### src/rtl/psram_wr_pkg.sv
package psram_wr_pkg;

  typedef enum logic [2:0] {
    S_IDLE,
    S_ADDR,
    S_LAT,
    S_DATA,
    S_END
  } wr_state_e;

  // decode the raw WAIT pin into "stall requested"
  function automatic logic wait_is_active(input logic raw, input logic act_high);
    return act_high ? raw : ~raw;
  endfunction

  // active-low byte masks for one beat; no valid word writes nothing
  function automatic logic [1:0] beat_masks_n(input logic vld, input logic [1:0] be);
    return vld ? ~be : 2'b11;
  endfunction

endpackage

### src/rtl/psram_wr_wait.sv
module psram_wr_wait
  import psram_wr_pkg::*;
(
  input  logic clk,
  input  logic rst_n,
  input  logic mem_wait,
  input  logic cfg_wait_hi,
  input  logic cfg_wait_early,
  input  logic in_data,
  output logic stall
);

  logic wait_now;
  logic wait_q;

  assign wait_now = wait_is_active(mem_wait, cfg_wait_hi);

  always_ff @(posedge clk or negedge rst_n) begin
    if (!rst_n) wait_q <= 1'b0;
    else        wait_q <= wait_now;
  end

  assign stall = in_data & (cfg_wait_early ? wait_q : wait_now);

  p_stall_in_data_r8: assert property (@(posedge clk) disable iff (!rst_n)
    stall |-> in_data);

  p_early_lead_r7: assert property (@(posedge clk) disable iff (!rst_n)
    (in_data && cfg_wait_early && $past(cfg_wait_early) && $past(wait_now)) |-> stall);

  p_same_cycle_r6: assert property (@(posedge clk) disable iff (!rst_n)
    (in_data && !cfg_wait_early && (mem_wait == cfg_wait_hi)) |-> stall);

endmodule

### src/rtl/psram_wr_seq.sv
module psram_wr_seq
  import psram_wr_pkg::*;
#(
  parameter int ADDR_W = 21,
  parameter int LEN_W  = 8,
  parameter int LAT_W  = 3
) (
  input  logic              clk,
  input  logic              rst_n,
  input  logic              req_valid,
  input  logic [ADDR_W-1:0] req_addr,
  input  logic [LEN_W-1:0]  req_len,
  input  logic [LAT_W-1:0]  cfg_latency,
  input  logic              stall,
  output logic              req_ready,
  output logic              wd_ready,
  output logic              in_data,
  output logic              cs_n,
  output logic              adv_n,
  output logic              we_n,
  output logic [ADDR_W-1:0] addr_out,
  output logic              done,
  output logic              reject
);

  localparam logic [LEN_W-1:0] LEN_ONE = LEN_W'(1);

  wr_state_e         st_q, st_d;
  logic [LEN_W-1:0]  rem_q, rem_d;
  logic [LAT_W-1:0]  lat_q, lat_d;
  logic [ADDR_W-1:0] addr_q, addr_d;
  logic              rej_q, rej_d;
  logic              take;

  assign req_ready = (st_q == S_IDLE);
  assign in_data   = (st_q == S_DATA);
  assign take      = in_data & ~stall;
  assign wd_ready  = take;
  assign cs_n      = ~((st_q == S_ADDR) | (st_q == S_LAT) | (st_q == S_DATA));
  assign adv_n     = (st_q != S_ADDR);
  assign we_n      = (st_q != S_ADDR);
  assign addr_out  = addr_q;
  assign done      = (st_q == S_END);
  assign reject    = rej_q;

  always_comb begin
    st_d   = st_q;
    rem_d  = rem_q;
    lat_d  = lat_q;
    addr_d = addr_q;
    rej_d  = 1'b0;
    unique case (st_q)
      S_IDLE: if (req_valid) begin
        if (req_len == '0) rej_d = 1'b1;
        else begin
          st_d   = S_ADDR;
          rem_d  = req_len;
          addr_d = req_addr;
        end
      end
      S_ADDR: begin
        if (cfg_latency == '0) st_d = S_DATA;
        else begin
          st_d  = S_LAT;
          lat_d = cfg_latency - LAT_W'(1);
        end
      end
      S_LAT: begin
        if (lat_q == '0) st_d = S_DATA;
        else             lat_d = lat_q - LAT_W'(1);
      end
      S_DATA: if (take) begin
        rem_d = rem_q - LEN_ONE;
        if (rem_q == LEN_ONE) st_d = S_END;
      end
      S_END:   st_d = S_IDLE;
      default: st_d = S_IDLE;
    endcase
  end

  always_ff @(posedge clk or negedge rst_n) begin
    if (!rst_n) begin
      st_q   <= S_IDLE;
      rem_q  <= '0;
      lat_q  <= '0;
      addr_q <= '0;
      rej_q  <= 1'b0;
    end else begin
      st_q   <= st_d;
      rem_q  <= rem_d;
      lat_q  <= lat_d;
      addr_q <= addr_d;
      rej_q  <= rej_d;
    end
  end

  p_adv_single_r2: assert property (@(posedge clk) disable iff (!rst_n)
    !adv_n |=> adv_n);

  p_addr_ctrl_r2: assert property (@(posedge clk) disable iff (!rst_n)
    !adv_n |-> (!cs_n && !we_n));

  p_cs_rise_done_r9: assert property (@(posedge clk) disable iff (!rst_n)
    $rose(cs_n) |-> done);

  p_cs_gap_r9: assert property (@(posedge clk) disable iff (!rst_n)
    $rose(cs_n) |=> cs_n);

  p_beats_left_r9: assert property (@(posedge clk) disable iff (!rst_n)
    in_data |-> (rem_q != '0));

  p_zero_len_r10: assert property (@(posedge clk) disable iff (!rst_n)
    reject |-> cs_n);

endmodule

### src/rtl/psram_burst_wr.sv
module psram_burst_wr
  import psram_wr_pkg::*;
#(
  parameter int ADDR_W = 21,
  parameter int DATA_W = 16,
  parameter int LEN_W  = 8,
  parameter int LAT_W  = 3
) (
  input  logic              clk,
  input  logic              rst_n,
  input  logic              cfg_wait_hi,
  input  logic              cfg_wait_early,
  input  logic [LAT_W-1:0]  cfg_latency,
  input  logic              req_valid,
  output logic              req_ready,
  input  logic [ADDR_W-1:0] req_addr,
  input  logic [LEN_W-1:0]  req_len,
  input  logic              wd_valid,
  output logic              wd_ready,
  input  logic [DATA_W-1:0] wd_data,
  input  logic [1:0]        wd_be,
  output logic              mem_cs_n,
  output logic              mem_adv_n,
  output logic              mem_we_n,
  output logic              mem_ub_n,
  output logic              mem_lb_n,
  output logic [ADDR_W-1:0] mem_addr,
  output logic [DATA_W-1:0] mem_dq,
  input  logic              mem_wait,
  output logic              done,
  output logic              reject
);

  logic       stall;
  logic       in_data;
  logic [1:0] masks_n;

  psram_wr_wait u_wait (
    .clk            (clk),
    .rst_n          (rst_n),
    .mem_wait       (mem_wait),
    .cfg_wait_hi    (cfg_wait_hi),
    .cfg_wait_early (cfg_wait_early),
    .in_data        (in_data),
    .stall          (stall)
  );

  psram_wr_seq #(
    .ADDR_W (ADDR_W),
    .LEN_W  (LEN_W),
    .LAT_W  (LAT_W)
  ) u_seq (
    .clk         (clk),
    .rst_n       (rst_n),
    .req_valid   (req_valid),
    .req_addr    (req_addr),
    .req_len     (req_len),
    .cfg_latency (cfg_latency),
    .stall       (stall),
    .req_ready   (req_ready),
    .wd_ready    (wd_ready),
    .in_data     (in_data),
    .cs_n        (mem_cs_n),
    .adv_n       (mem_adv_n),
    .we_n        (mem_we_n),
    .addr_out    (mem_addr),
    .done        (done),
    .reject      (reject)
  );

  assign masks_n  = in_data ? beat_masks_n(wd_valid, wd_be) : 2'b11;
  assign mem_ub_n = masks_n[1];
  assign mem_lb_n = masks_n[0];
  assign mem_dq   = in_data ? wd_data : '0;

  p_no_take_on_stall_r8: assert property (@(posedge clk) disable iff (!rst_n)
    stall |-> !wd_ready);

  p_masks_off_no_word_r5: assert property (@(posedge clk) disable iff (!rst_n)
    (wd_ready && !wd_valid) |-> (mem_ub_n && mem_lb_n));

  p_idle_bus_masked_r1: assert property (@(posedge clk) disable iff (!rst_n)
    mem_cs_n |-> (mem_ub_n && mem_lb_n && !wd_ready));

  p_latency_no_take_r3: assert property (@(posedge clk) disable iff (!rst_n)
    (!mem_cs_n && mem_adv_n && !in_data) |-> !wd_ready);

endmodule

### config.mk
export PLATFORM = sky130hd
export DESIGN_NAME = psram_burst_wr
export DESIGN_NICKNAME = d
export VERILOG_FILES = /design/src/rtl/psram_wr_pkg.sv /design/src/rtl/psram_wr_wait.sv /design/src/rtl/psram_wr_seq.sv /design/src/rtl/psram_burst_wr.sv
export SDC_FILE = /design/constraint.sdc
export NUM_CORES = 1
export LEC_CHECK = 0
export BUFFER_PORTS_ARGS = -buffer_cell sky130_fd_sc_hd__buf_4
export CORE_MARGIN = 4
export CORE_UTILIZATION = 43
export DETAILED_ROUTE_END_ITERATION = 6
export PLACE_DENSITY = 0.78
export SLEW_MARGIN = 20
export SYNTH_ARGS = -nofsm -noshare
export SYNTH_HDL_FRONTEND = slang
export SYNTH_SLANG_ARGS = --single-unit
### constraint.sdc
create_clock -name clk -period 2.2 [get_ports clk]
set_clock_uncertainty 0.2 [all_clocks]
set_input_delay 0.22 -clock clk [delete_from_list [all_inputs] [get_ports clk]]
set_output_delay 0.22 -clock clk [all_outputs]
set_load 0.02 [all_outputs]
==> flow_summary_export.csv <==
group,metric,value,unit
setup_path,worst_path_max_delay_cell,"dfrtp_2",
clock_network,cts_max_level,2,
cells_and_area,n_antenna_cell,0,
yosys,synthFlopType,"dfrtp_1",
yosys,synth_top_area_share,0.448,
detailed_routing,drtIter0Drc,113,
detailed_routing,drtAntennaViolNets,0,
place,place_ws,0.0426,ns
detailed_routing,via_per_inst,5.22,
die,die_h,77.3,um
flow_run,drv_cap,0,
timing,slew_viol_final,0,
yosys,synth-seq-cells,37,
power_and_ir_drop,p_per_area,985,mW/mm^2
clock_network,ctsRootBufferMaster,"clkbuf_8",
grt,overflow,0,
detailed_routing,wl_met1,2.56,mm
setup_path,worstPathMaxFanout,8,
setup_path,cp-end-kind,"flop",
yosys,post_synth.cell_area_avg,8.80,sq um
setup_path,cp.arrival,2.10,ns
yosys,ys_types,47,
yosys,synthTopCellsByArea,"dfrtp_1 (45%), nand2_1 (14%), and2_1 (5.4%)",
grt,antenna_found_initial,0,
place,hpwlAfterDp,4.34,mm
clock_network,post_cts_buffers,0,
timing,setup_slack,0.104,ns
clock_network,clock-sinks,37,
yosys,netlist_instances,235,
clock_network,cts_tree,"yes",
timing,fmax,0.477,GHz
yosys,yosys.area.top_type,"dfrtp_1",
timing,tns,0,ns
timing,slew_headroom,0.683,
detailed_routing,vias,2160,
power_and_ir_drop,p_leak,1.62,nW
die,rows,24,
die,die_area,0.00598,sq mm
setup_path,cp_top_family,"flip-flops",
worst_hold_path,hold_path_class,"in -> reg",
detailed_routing,wl_met2,3.31,mm
clock_network,clk_latency,0.30,ns
yosys,yosysWarnings,0,
power_and_ir_drop,vdd.ir_drop.worst,0.692,mV
detailed_routing,wl_met3,264,um
timing,setup_viol,0,
die,start_util,0.459,
yosys,yosysSeqAreaShare,0.448,
detailed_routing,wl_per_cell,15.2,um
setup_path,max_stage_delay,0.45,ns
setup_path,crit_path_cell_trace,"nor2_2, and2_2, mux2i_2, ha_2, or2_2, a21oi_1, a41o_1, a211oi_1",
timing,hold_viol,0,
timing,layout_min_cycle_time,2.10,ns
setup_path,critPathLaunchType,"flop",
detailed_routing,drc,0,
yosys,syn_area,0.00207,sq mm
detailed_routing,routed.top_layer,"met4",
cells_and_area,synthToLayoutAreaGrowth,55.3,%
yosys,syn_nets,295,
detailed_routing,drt_first_pass_iters,4,
run_status,outcome,"finished, final reports clean",
grt,grt_pass1_vias,2228,
detailed_routing,wl,6.28,mm
die,die_x,77.3,um
grt,grt_pass1_wl,10.5,mm
timing,fin_crit_sh,0.953,
grt,grtUsageTotal,0.217,
cells_and_area,drive_gt1_frac,0.390,
setup_path,cp.buffers_inverters,0,
clock_network,cts.clk_slew.worst_paths,0.07,ns
yosys,synth_edf_count,0,
yosys,synth_common_cells,"nand2_1 (75), dfrtp_1 (37), and2_1 (18)",
die,ios,103,
setup_path,crit_required,2.21,ns
die,coreArea,0.00450,sq mm
grt,grt_start_max_net_pins,38,
timing,tightest_slew,0.472,ns
clock_network,cts_buffer_depth,2,
yosys,synth.most_common_cell,"nand2_1",
place,io_buffer_count,102,
clock_network,numCtsBuffers,5,
setup_path,critPathKind,"reg -> reg",
cells_and_area,fin_nets,422,
power_and_ir_drop,p_total,0.00316,W
yosys,synthArstFlopShare,1.00,
place,gp_congestion,0.865,
timing,rsz0062_at_grt,"true",
-- flip-flops by register name (all words and copies together) (netlist names) --
| register | cells |
|---|---|
| u_seq.reject | 1 |
| u_seq.rem_q | 8 |
| u_seq.addr_out | 21 |
| u_seq.lat_q | 3 |
| u_wait.wait_q | 1 |
| u_seq.st_q | 3 |
-- cell usage in the layout, fill, tap and decap left out, types with 2 or more instances in the layout --
master / synthesis / layout
ha_1: 3 / 2
dfrtp_1: 37 / 36
nor2_2: 0 / 2
a21oi_2: 3 / 3
nand4_1: 2 / 2
or2_2: 2 / 2
o32ai_1: 3 / 3
nor3_1: 9 / 9
clkbuf_8: 0 / 6
o21ai_0: 8 / 8
and2_1: 18 / 17
a21oi_1: 7 / 7
dlygate4sd3_1: 0 / 24
nand3_1: 6 / 6
inv_1: 2 / 2
nand2_1: 75 / 75
nor2_1: 16 / 14
buf_4: 1 / 109
mux2i_2: 0 / 2
mux2_2: 2 / 2
-- logic make-up (layout without fill, tap and decap cells) --
logic type,Yosys count,count (layout),synth area share
and+or+nand+nor,139,139,0.323
adders and majority gates,3,3,0.0182
muxes,4,4,0.0206
DFF,37,37,0.448
buffers and inverters,16,143,0.0539
xor gates and xnor gates,1,1,0.00424
AOI/OAI and AO/OA,35,35,0.132
-- worst register-to-register path: stages, from the launching register on --
cell and delay [ns]:
dfrtp_2 0.45, nor2_2 0.13, and2_2 0.21, mux2i_2 0.24, ha_2 0.23, or2_2 0.11, a21oi_1 0.06, a41o_1 0.20
a211oi_1 0.17
-- metal layers --
layer  global-route usage  vias to the layer above
met5                    0                        -
li1                     -                     1042
met3               0.0394                       13
met2                0.383                       64
met1                0.260                     1041
met4               0.0890                        0
-- cell type report --
cell class,instances,area (sq um)
multi-input cells,182,1060
clock buffers,7,86.3
flip-flops and latches,37,927
inverters,3,16.3
well taps,52,65.1
fillers,334,1290
repair buffers,133,1060
-- per-stage QoR --
stage	cell area, sq um	hold WS [ns]	cells	util
2_1_floorplan	2070	-0.276	235	-
3_3_place_gp	2860	0.00861	383	0.634
3_5_place_dp	2860	0.0153	383	0.634
4_1_cts	3180	0.0363	414	0.706
5_1_grt	3210	0.0587	414	0.713
6_report	3210	0.0352	414	0.713
-- power by group --
part | total [W] | internal (W) | switching [W]
registers | 0.00111 | 0.000913 | 0.000193
clock network | 0.000490 | 0.000249 | 0.000241
logic | 0.00157 | 0.000713 | 0.000853
total | 0.00316 | 0.00187 | 0.00129
-- worst paths after layout --
check | from | end | slack (ns) | depth (start not counted)
worst min-delay path | cfg_latency[2] | u_seq.st_q[0] | 0.04 | 3
worst max register to register | u_seq.st_q[0] | u_seq.lat_q[2] | 0.10 | 8
worst min register to register | u_seq.addr_out[4] | u_seq.addr_out[4] | 0.27 | 2
max in group asynchronous | rst_n | u_seq.st_q[0] | 1.22 | 2
worst max-delay path | u_seq.st_q[0] | u_seq.lat_q[2] | 0.10 | 8
min in group asynchronous | rst_n | u_seq.addr_out[11] | 0.22 | 2
-- what timing repair did --
item / CTS / global route
endpoints found under the setup margin: 0 / 21
hold buffers: 24 / 0
endpoints found under the hold margin: 60 / 0
resized for setup: 0 / 8
(Power assumes the default switching activity.)
